<file path="config.mk">
export PLATFORM = sky130hd
export DESIGN_NAME = npc_unit
export DESIGN_NICKNAME = d
export VERILOG_FILES = /design/src/rtl/npc_pkg.sv /design/src/rtl/npc_cond_eval.sv /design/src/rtl/npc_target_gen.sv /design/src/rtl/npc_ie_restore.sv /design/src/rtl/npc_unit.sv
export SDC_FILE = /design/constraint.sdc
export NUM_CORES = 1
export LEC_CHECK = 0
export BUFFER_PORTS_ARGS = -buffer_cell sky130_fd_sc_hd__buf_2
export CAP_MARGIN = 10
export CORE_ASPECT_RATIO = 1.75
export CORE_UTILIZATION = 56
export DETAILED_ROUTE_END_ITERATION = 7
export HOLD_SLACK_MARGIN = 0.03
export PLACE_DENSITY = 0.87
export SLEW_MARGIN = 20
export SYNTH_ARGS = -nofsm -noshare
export SYNTH_HDL_FRONTEND = slang
export SYNTH_HIERARCHICAL = 1
export SYNTH_SLANG_ARGS = --single-unit
</file>
<file path="constraint.sdc">
create_clock -name clk -period 3.6 [get_ports clk]
set_input_delay 0.36 -clock clk [delete_from_list [all_inputs] [get_ports clk]]
set_output_delay 0.36 -clock clk [all_outputs]
set_load 0.1 [all_outputs]
</file>
<file path="src/rtl/npc_pkg.sv">
package npc_pkg;

    parameter int unsigned NPC_XLEN  = 32;
    parameter int unsigned NPC_RIDX  = 5;
    parameter int unsigned NPC_IEW   = 3;

    typedef enum logic [3:0] {
        OPC_NONE = 4'd0,
        OPC_BEQ  = 4'd1,
        OPC_BNE  = 4'd2,
        OPC_BGT  = 4'd3,
        OPC_BGE  = 4'd4,
        OPC_BGTU = 4'd5,
        OPC_BGEU = 4'd6,
        OPC_JIMM = 4'd7,
        OPC_CIMM = 4'd8,
        OPC_CREG = 4'd9,
        OPC_JREG = 4'd10
    } npc_op_e;

    typedef struct packed {
        logic [NPC_XLEN-1:0] next_pc;
        logic                taken;
        logic                link_we;
        logic [NPC_XLEN-1:0] link_data;
        logic [NPC_IEW-1:0]  ie;
    } npc_state_t;

endpackage

</file>
<file path="src/rtl/npc_cond_eval.sv">
module npc_cond_eval #(
    parameter int unsigned W = 32
) (
    input  logic [3:0]   sel,
    input  logic [W-1:0] lhs,
    input  logic [W-1:0] rhs,
    output logic         is_cond,
    output logic         hit
);
    import npc_pkg::*;

    logic eq_w;
    logic sgt_w;
    logic ugt_w;

    assign eq_w  = (lhs == rhs);
    assign sgt_w = ($signed(lhs) > $signed(rhs));
    assign ugt_w = (lhs > rhs);

    always_comb begin
        is_cond = 1'b1;
        hit     = 1'b0;
        case (npc_op_e'(sel))
            OPC_BEQ:  hit = eq_w;
            OPC_BNE:  hit = !eq_w;
            OPC_BGT:  hit = sgt_w;
            OPC_BGE:  hit = sgt_w | eq_w;
            OPC_BGTU: hit = ugt_w;
            OPC_BGEU: hit = ugt_w | eq_w;
            default:  is_cond = 1'b0;
        endcase
    end

endmodule

</file>
<file path="src/rtl/npc_target_gen.sv">
module npc_target_gen #(
    parameter int unsigned W      = 32,
    parameter int unsigned SHORT_W = 16,
    parameter int unsigned LONG_W  = 26
) (
    input  logic [W-1:0]       pc,
    input  logic [SHORT_W-1:0] imm_short,
    input  logic [LONG_W-1:0]  imm_long,
    input  logic [W-1:0]       reg_val,
    output logic [W-1:0]       seq_tgt,
    output logic [W-1:0]       short_tgt,
    output logic [W-1:0]       long_tgt,
    output logic [W-1:0]       reg_tgt
);
    localparam int unsigned SHORT_EXT = W - SHORT_W - 2;
    localparam int unsigned LONG_EXT  = W - LONG_W - 2;
    localparam logic [W-1:0] ALIGN_MASK = ~{{(W-2){1'b0}}, 2'b11};
    localparam logic [W-1:0] WORD_STEP  = W'(4);

    logic [W-1:0] pc_base;
    logic [W-1:0] short_off;
    logic [W-1:0] long_off;

    assign pc_base   = pc & ALIGN_MASK;
    assign short_off = {{SHORT_EXT{imm_short[SHORT_W-1]}}, imm_short, 2'b00};
    assign long_off  = {{LONG_EXT{imm_long[LONG_W-1]}}, imm_long, 2'b00};

    assign seq_tgt   = pc_base + WORD_STEP;
    assign short_tgt = (pc_base + short_off) & ALIGN_MASK;
    assign long_tgt  = (pc_base + long_off) & ALIGN_MASK;
    assign reg_tgt   = reg_val & ALIGN_MASK;

endmodule

</file>
<file path="src/rtl/npc_ie_restore.sv">
module npc_ie_restore #(
    parameter int unsigned RIDX   = 5,
    parameter int unsigned EA_IDX = 30,
    parameter int unsigned BA_IDX = 31
) (
    input  logic            is_jreg,
    input  logic [RIDX-1:0] jreg_idx,
    input  logic [2:0]      ie_in,
    output logic [2:0]      ie_out
);
    localparam int unsigned NRET = 2;

    logic [NRET-1:0] match;
    logic [NRET-1:0] saved;

    for (genvar g = 0; g < NRET; g++) begin : g_ret
        localparam int unsigned IDX = (g == 0) ? EA_IDX : BA_IDX;
        assign match[g] = is_jreg && (jreg_idx == RIDX'(IDX));
        assign saved[g] = ie_in[g+1];
    end

    always_comb begin
        ie_out = ie_in;
        for (int k = 0; k < NRET; k++) begin
            if (match[k]) begin
                ie_out[0] = saved[k];
            end
        end
    end

endmodule

</file>
<file path="src/rtl/npc_unit.sv">
module npc_unit
    import npc_pkg::*;
#(
    parameter int unsigned LINK_IDX = 29,
    parameter int unsigned EA_IDX   = 30,
    parameter int unsigned BA_IDX   = 31
) (
    input  logic                clk,
    input  logic                rst_n,
    input  logic [NPC_XLEN-1:0] pc,
    input  logic [31:0]         insn,
    input  logic [3:0]          op_class,
    input  logic [NPC_XLEN-1:0] rs_a,
    input  logic [NPC_XLEN-1:0] rs_b,
    input  logic [NPC_IEW-1:0]  ie_in,
    output logic [NPC_XLEN-1:0] next_pc,
    output logic                taken,
    output logic                link_we,
    output logic [NPC_RIDX-1:0] link_idx,
    output logic [NPC_XLEN-1:0] link_data,
    output logic [NPC_IEW-1:0]  ie_out
);
    localparam int unsigned SHORT_W = 16;
    localparam int unsigned LONG_W  = 26;

    npc_state_t st_d;
    npc_state_t st_q;

    logic                is_cond;
    logic                cond_hit;
    logic [NPC_XLEN-1:0] seq_tgt;
    logic [NPC_XLEN-1:0] short_tgt;
    logic [NPC_XLEN-1:0] long_tgt;
    logic [NPC_XLEN-1:0] reg_tgt;
    logic [NPC_IEW-1:0]  ie_new;
    logic                is_jreg;

    assign is_jreg = (npc_op_e'(op_class) == OPC_JREG);

    npc_cond_eval #(.W(NPC_XLEN)) u_cond (
        .sel     (op_class),
        .lhs     (rs_a),
        .rhs     (rs_b),
        .is_cond (is_cond),
        .hit     (cond_hit)
    );

    npc_target_gen #(.W(NPC_XLEN), .SHORT_W(SHORT_W), .LONG_W(LONG_W)) u_tgt (
        .pc        (pc),
        .imm_short (insn[SHORT_W-1:0]),
        .imm_long  (insn[LONG_W-1:0]),
        .reg_val   (rs_a),
        .seq_tgt   (seq_tgt),
        .short_tgt (short_tgt),
        .long_tgt  (long_tgt),
        .reg_tgt   (reg_tgt)
    );

    npc_ie_restore #(.RIDX(NPC_RIDX), .EA_IDX(EA_IDX), .BA_IDX(BA_IDX)) u_ie (
        .is_jreg  (is_jreg),
        .jreg_idx (insn[25:21]),
        .ie_in    (ie_in),
        .ie_out   (ie_new)
    );

    always_comb begin
        st_d           = '0;
        st_d.next_pc   = seq_tgt;
        st_d.link_data = seq_tgt;
        st_d.ie        = ie_new;
        if (is_cond) begin
            if (cond_hit) begin
                st_d.next_pc = short_tgt;
                st_d.taken   = 1'b1;
            end
        end else begin
            case (npc_op_e'(op_class))
                OPC_JIMM: begin
                    st_d.next_pc = long_tgt;
                    st_d.taken   = 1'b1;
                end
                OPC_CIMM: begin
                    st_d.next_pc = long_tgt;
                    st_d.taken   = 1'b1;
                    st_d.link_we = 1'b1;
                end
                OPC_CREG: begin
                    st_d.next_pc = reg_tgt;
                    st_d.taken   = 1'b1;
                    st_d.link_we = 1'b1;
                end
                OPC_JREG: begin
                    st_d.next_pc = reg_tgt;
                    st_d.taken   = 1'b1;
                end
                default: ;
            endcase
        end
    end

    always_ff @(posedge clk) begin
        if (!rst_n) begin
            st_q <= '0;
        end else begin
            st_q <= st_d;
        end
    end

    assign next_pc   = st_q.next_pc;
    assign taken     = st_q.taken;
    assign link_we   = st_q.link_we;
    assign link_data = st_q.link_data;
    assign ie_out    = st_q.ie;
    assign link_idx  = NPC_RIDX'(LINK_IDX);

endmodule

</file>
* Word level (Yosys, flattened, before mapping)
Cells that the tools add are included.
** Operators by class
- Equal/unequal tests :: 13
- Bitwise gates (word level) :: 3
- Reduce and logical (&&, ||, !) cells :: 8
- Muxes and demuxes :: 8
- Magnitude comparators :: 2
- $add $sub $neg :: 3
** Operators with widths (count)
- 2-to-1 mux 33 bit :: 2
- case mux 33 bit (2 select lines) :: 1
- adder 32 bit :: 2
- > comparator 32 bit :: 2
- adder 32 x 3 -> 32 bit, second input constant :: 1
- == test 32 bit :: 1
- == test 4 x 3 -> 1 bit, second input constant :: 4
- == test 4 bit, second input constant :: 3
- == test 5 bit, second input constant :: 2
- == test 4 x 2 -> 1 bit, second input constant :: 2
- OR reduction 2 bit :: 4
- case mux 1 bit (6 select lines) :: 1
- OR reduction 6 bit :: 1
- == test 4 x 1 -> 1 bit, second input constant :: 1
- 2-to-1 mux 1 bit :: 4
- logical AND 1 bit :: 2
- bitwise OR 1 bit :: 2
- logical NOT 1 bit :: 1
- NOT 1 bit :: 1
** Storage, ports and cells
- Register bits :: 69
- Input port bits :: 137

* Logic depth before layout (Yosys ltp)
- Depth in word-level cells :: 5
- Depth in mapped cells :: 15
- Gate-level depth less buffers :: 15

* Modules after synthesis
Netlist, hierarchy kept.
** By module, submodules not included
- npc_target_gen :: area an instance 3757.4 um^2, cells an instance 531, times used 1, seq. area each 0.0 um^2
- npc_unit :: area an instance 3753.6 um^2, cells an instance 431, times used 1, seq. area each 1381.3 um^2
- npc_cond_eval :: area an instance 1004.7 um^2, cells an instance 136, times used 1, seq. area each 0.0 um^2
- npc_ie_restore :: area an instance 45.0 um^2, cells an instance 6, times used 1, seq. area each 0.0 um^2

* Worst setup path after synthesis
No wires, ideal clock.
- Path type :: input port to flip-flop
- From :: input pc[2]
- To :: register st_q (netlist bit next_pc[28])
- Arrival :: 3.080 ns
- Path slack :: 0.404 ns
- Stages :: 15
- Required time :: 3.485 ns
- Cell sequence :: ha_1 > inv_1 > fa_1 > nor2b_1 > o31ai_1 > a21oi_1 > a31oi_1 > o31ai_2 > o31ai_1 > o31ai_1 > xor2_1 > mux2_2 > a21oi_1 > o221ai_1 > and3_1
** Between the ends
- Cells in the longest elaborated chain, start to end :: 3
- Elaborated cells between the ends (all ways) :: 6
- Classes of those cells :: add/sub (3); mux (3)
** Ends and longest elaborated chain
- from (decl) :: RTL line npc_unit.sv:10 : input logic [NPC_XLEN-1:0] pc,
- adder 32 bit :: RTL line npc_target_gen.sv:30 : assign long_tgt = (pc_base + long_off) & ALIGN_MASK;
- net long_tgt[28] :: RTL line npc_unit.sv:33 : logic [NPC_XLEN-1:0] long_tgt;
- case mux 33 bit (2 select lines) :: RTL line npc_unit.sv:77 : case (npc_op_e'(op_class))
- 2-to-1 mux 33 bit :: RTL line npc_unit.sv:71 : if (is_cond) begin
- to (signal assigned) :: RTL line npc_unit.sv:105 : st_q <= st_d;
- to (decl) :: RTL line npc_unit.sv:27 : npc_state_t st_q;
The timed path passes the listed nets, and every way through them passes these cells.
A chain may end at the register's enable or synchronous reset.

* Worst setup path in the final report
- From :: input pc[2]
- To :: register st_q (netlist bit next_pc[30])
** Between the ends
- Cells in the longest elaborated chain, start to end :: 3
- Elaborated cells between the ends (all ways) :: 6
- Classes of those cells :: add/sub (3); mux (3)
** Ends and longest elaborated chain
- adder 32 bit :: RTL line npc_target_gen.sv:29 : assign short_tgt = (pc_base + short_off) & ALIGN_MASK;
- net short_tgt[30] :: RTL line npc_unit.sv:32 : logic [NPC_XLEN-1:0] short_tgt;
- 2-to-1 mux 33 bit :: RTL line npc_unit.sv:72 : if (cond_hit) begin
- 2-to-1 mux 33 bit :: RTL line npc_unit.sv:71
The timed path passes the listed nets, and every way through them passes these cells.

==> results.sh <==
export IMPL_worstMarginPinSlew_ns=0.968
export IMPL_antenna_cells=0
export IMPL_min_from="ie_in[1]"
export IMPL_total_power_mw=3.68
export IMPL_synth_seq_cells=69
export IMPL_min_period_ns=3.33
export IMPL_p_per_area_nw_per_um2=377
export IMPL_postLayoutCellArea_sq_um=9760
export IMPL_grt_max_degree=58
export IMPL_antenna_found_initial=0
export IMPL_crit_path_end_kind="flop"
export IMPL_multi_input_comb_area_sq_um=6390
export IMPL_routedWlPerCell_um=20.1
export IMPL_place_detailed_hpwl_mm=22.4
export IMPL_vias=9157
export IMPL_critPathMaxFanout=4
export IMPL_fillers=1286
export IMPL_critPathKind="input port to flop"
export IMPL_cap_violations=0
export IMPL_fin_ws_ns=0.273
export IMPL_root_buffer="clkbuf_16"
export IMPL_nets=1483
export IMPL_grtUsageTotal_pct=37.2
export IMPL_die_area_sq_um=15800
export IMPL_post_cts_buffers=0
export IMPL_vias_per_cell=6.35
export IMPL_synth_edf_count=0
export IMPL_period_share_pct=92.4
export IMPL_dp_cells=1425
export IMPL_final_layout_size_suffix_gt1_share_pct=22.7
export IMPL_syn2layout_area_growth_pct=14.1
export IMPL_cts_sink_count=69
export IMPL_hold_buffers=0
export IMPL_fmax_ghz=0.301
export IMPL_netlist_area_sq_um=8560
export IMPL_rows=59
export IMPL_clockBufferDepth=2
export IMPL_setup_viol=0
export IMPL_yosys_cell_types_count=77
export IMPL_cts_resized=0
export IMPL_crit_start="pc[2]"
export IMPL_grt_pass1_wl_mm=44.5
export IMPL_cts_buffers=9
export IMPL_seq_area_frac_synth_pct=16.1
export IMPL_critical_path_required_ns=3.84
export IMPL_regArea_sq_um=1380
export IMPL_place_congestion=0.995
export IMPL_drv_slew=0
export IMPL_grt_ovfl_total=0
export IMPL_dr_pass1_iters=5
export IMPL_final_cell_count_no_fill=1441
export IMPL_drc_errors=0
export IMPL_ys_flop_type="dfxtp_1"
export IMPL_fp_dieH_um=166
export IMPL_port_buffers=197
export IMPL_dp_slack_ns=0.0739
export IMPL_critPathLaunchType="input port"
export IMPL_grt_setup_unrepaired="no"
export IMPL_clk_pin_slew_ns=0.07
export IMPL_hold_viol=0
export IMPL_design_portCount=211
export IMPL_p_leak_nw=4.70
export IMPL_ys_async_sr_fraction_pct=0
export IMPL_die_w_um=95.5
export IMPL_wirelength_mm=28.9
export IMPL_ys_warn_count=6
export IMPL_grt_pass1_vias=8846
export IMPL_status="complete, no violations"
export IMPL_fin_setup_tns_ns=0
export IMPL_hold_path_depth=2
export IMPL_first_iter_violations=686
export IMPL_hold_class="input port to flop"
export IMPL_cts_tree="yes"
export IMPL_drt_antenna_violating_nets=0
export IMPL_vdd_drop_max_v=0.000269
export IMPL_hold_end="ie_out[1]"
export IMPL_placed_area_sq_um=9440
export IMPL_slew_headroom_pct=35.4
export IMPL_core_area_sq_um=14900
export IMPL_crit_arrival_ns=3.56
export IMPL_start_util_pct=57.4
export IMPL_syn_area_per_cell_sq_um=7.75
export IMPL_htree_levels=3
export IMPL_syn_inst=1104
## where the power goes
group	total, mW	switching (mW)	leakage [nW]	internal [mW]
clock	0.993	0.379	0.154	0.614
sequential	0.846	0.0193	0.575	0.827
combinational	1.84	1.27	3.97	0.573
total	3.68	1.67	4.70	2.01
## sequential cells by signal, summed over array words and instances (netlist names)
signal / cells
ie_out: 3
link_data: 32
link_we: 1
next_pc: 32
taken: 1
## synth_stat cells, drive strengths merged, types with 9 or more instances
cell type,n,share of area [%]
clkbuf,28,1.2
and2,37,2.7
nand2b,10,0.73
ha,91,13
nor2,61,2.7
nand4,15,1.2
buf,62,5.2
a211oi,12,1.2
a21oi,102,6.1
mux2,25,3.3
mux2i,14,1.6
inv,74,3.2
xnor2,55,5.6
xor2,26,2.7
o21ai,51,3.0
nor3,18,1.1
dfxtp,69,16
nand3,35,2.1
o21bai,9,0.79
nor2b,12,0.88
nand2,71,3.1
a22oi,19,1.7
o221ai,19,1.9
o211ai,23,2.0
a21o,37,3.2
and3,33,2.4
## layout make-up
class | count | share of cell area (%)
clock buffers | 10 | 2.34
clock inverters | 6 | 0.961
inverters | 75 | 2.88
multi-input cells | 880 | 65.5
flip-flops and latches | 69 | 14.1
well taps | 183 | 2.34
repair buffers | 218 | 11.8
## worst max-delay path by stage
stage          slack [ns]           to  cells after the start
2_1_floorplan        0.40  next_pc[28]                     15
3_3_place_gp         0.10  next_pc[28]                     16
3_5_place_dp         0.07  next_pc[28]                     16
4_1_cts              0.37  next_pc[28]                     16
5_1_grt              0.15  next_pc[28]                     16
6_report             0.27  next_pc[30]                     15
## layer usage
metal | global-route usage [%] | vias up | routed length (um)
met5 | 0 | - | 0
met4 | 34.3 | 0 | 2920
met3 | 6.73 | 174 | 1970
met2 | 64.8 | 517 | 14400
met1 | 36.2 | 4213 | 9610
li1 | - | 4253 | -
## cell usage in the layout, fill, tap and decap left out, types with 6 or more instances in the layout
| cell | count |
|---|---|
| a22oi_1 | 19 |
| a211oi_1 | 10 |
| nor2_1 | 61 |
| nand2b_1 | 10 |
| o21ai_0 | 49 |
| nand3_1 | 34 |
| a21o_1 | 37 |
| dfxtp_1 | 69 |
| and3_1 | 33 |
| buf_2 | 197 |
| ha_1 | 91 |
| nor2b_1 | 12 |
| nand2_1 | 71 |
| and2_1 | 37 |
| xnor2_1 | 55 |
| and4_1 | 7 |
| o32ai_1 | 8 |
| nand4_1 | 13 |
| xor2_1 | 25 |
| o31ai_1 | 6 |
| conb_1 | 13 |
| nor3_1 | 17 |
| o211ai_1 | 23 |
| maj3_1 | 8 |
| mux2i_1 | 14 |
| mux2_2 | 22 |
| a21oi_1 | 100 |
| o221ai_1 | 19 |
| clkbuf_16 | 9 |
| o21bai_1 | 9 |
| buf_4 | 20 |
| inv_1 | 73 |
## cell families (layout without fill, tap and decap cells)
logic type	after synthesis	in the layout	share of synthesized area, %
xor gates and xnor gates	81	81	8.37
muxes	39	39	4.97
other	3	13	0.132
adders and majority gates	101	101	14.7
AOI/OAI and AO/OA	333	333	26.7
DFF	69	69	16.1
buffers and inverters	165	309	9.68
and+or+nand+nor	313	313	19.3
## metrics by stage
step | util [%] | hold slack (ns)
after detailed placement | 63.3 | 0.592
after floorplan | - | 0.566
after global placement | 63.3 | 0.584
final | 65.5 | 0.244
after CTS | 65.5 | 0.242
after global routing | 65.5 | 0.243
## worst max-delay path, stage by stage
cell	delay, ns
buf_2	0.11
ha_1	0.23
inv_1	0.07
fa_1	0.40
nand2b_1	0.18
a21oi_1	0.27
o2111ai_1	0.21
a21o_1	0.26
and2_1	0.21
o41ai_2	0.43
a311oi_1	0.30
xnor2_1	0.20
nand2_1	0.09
o211ai_1	0.07
and3_1	0.18
Note: power is estimated with default switching activity, not from simulation.
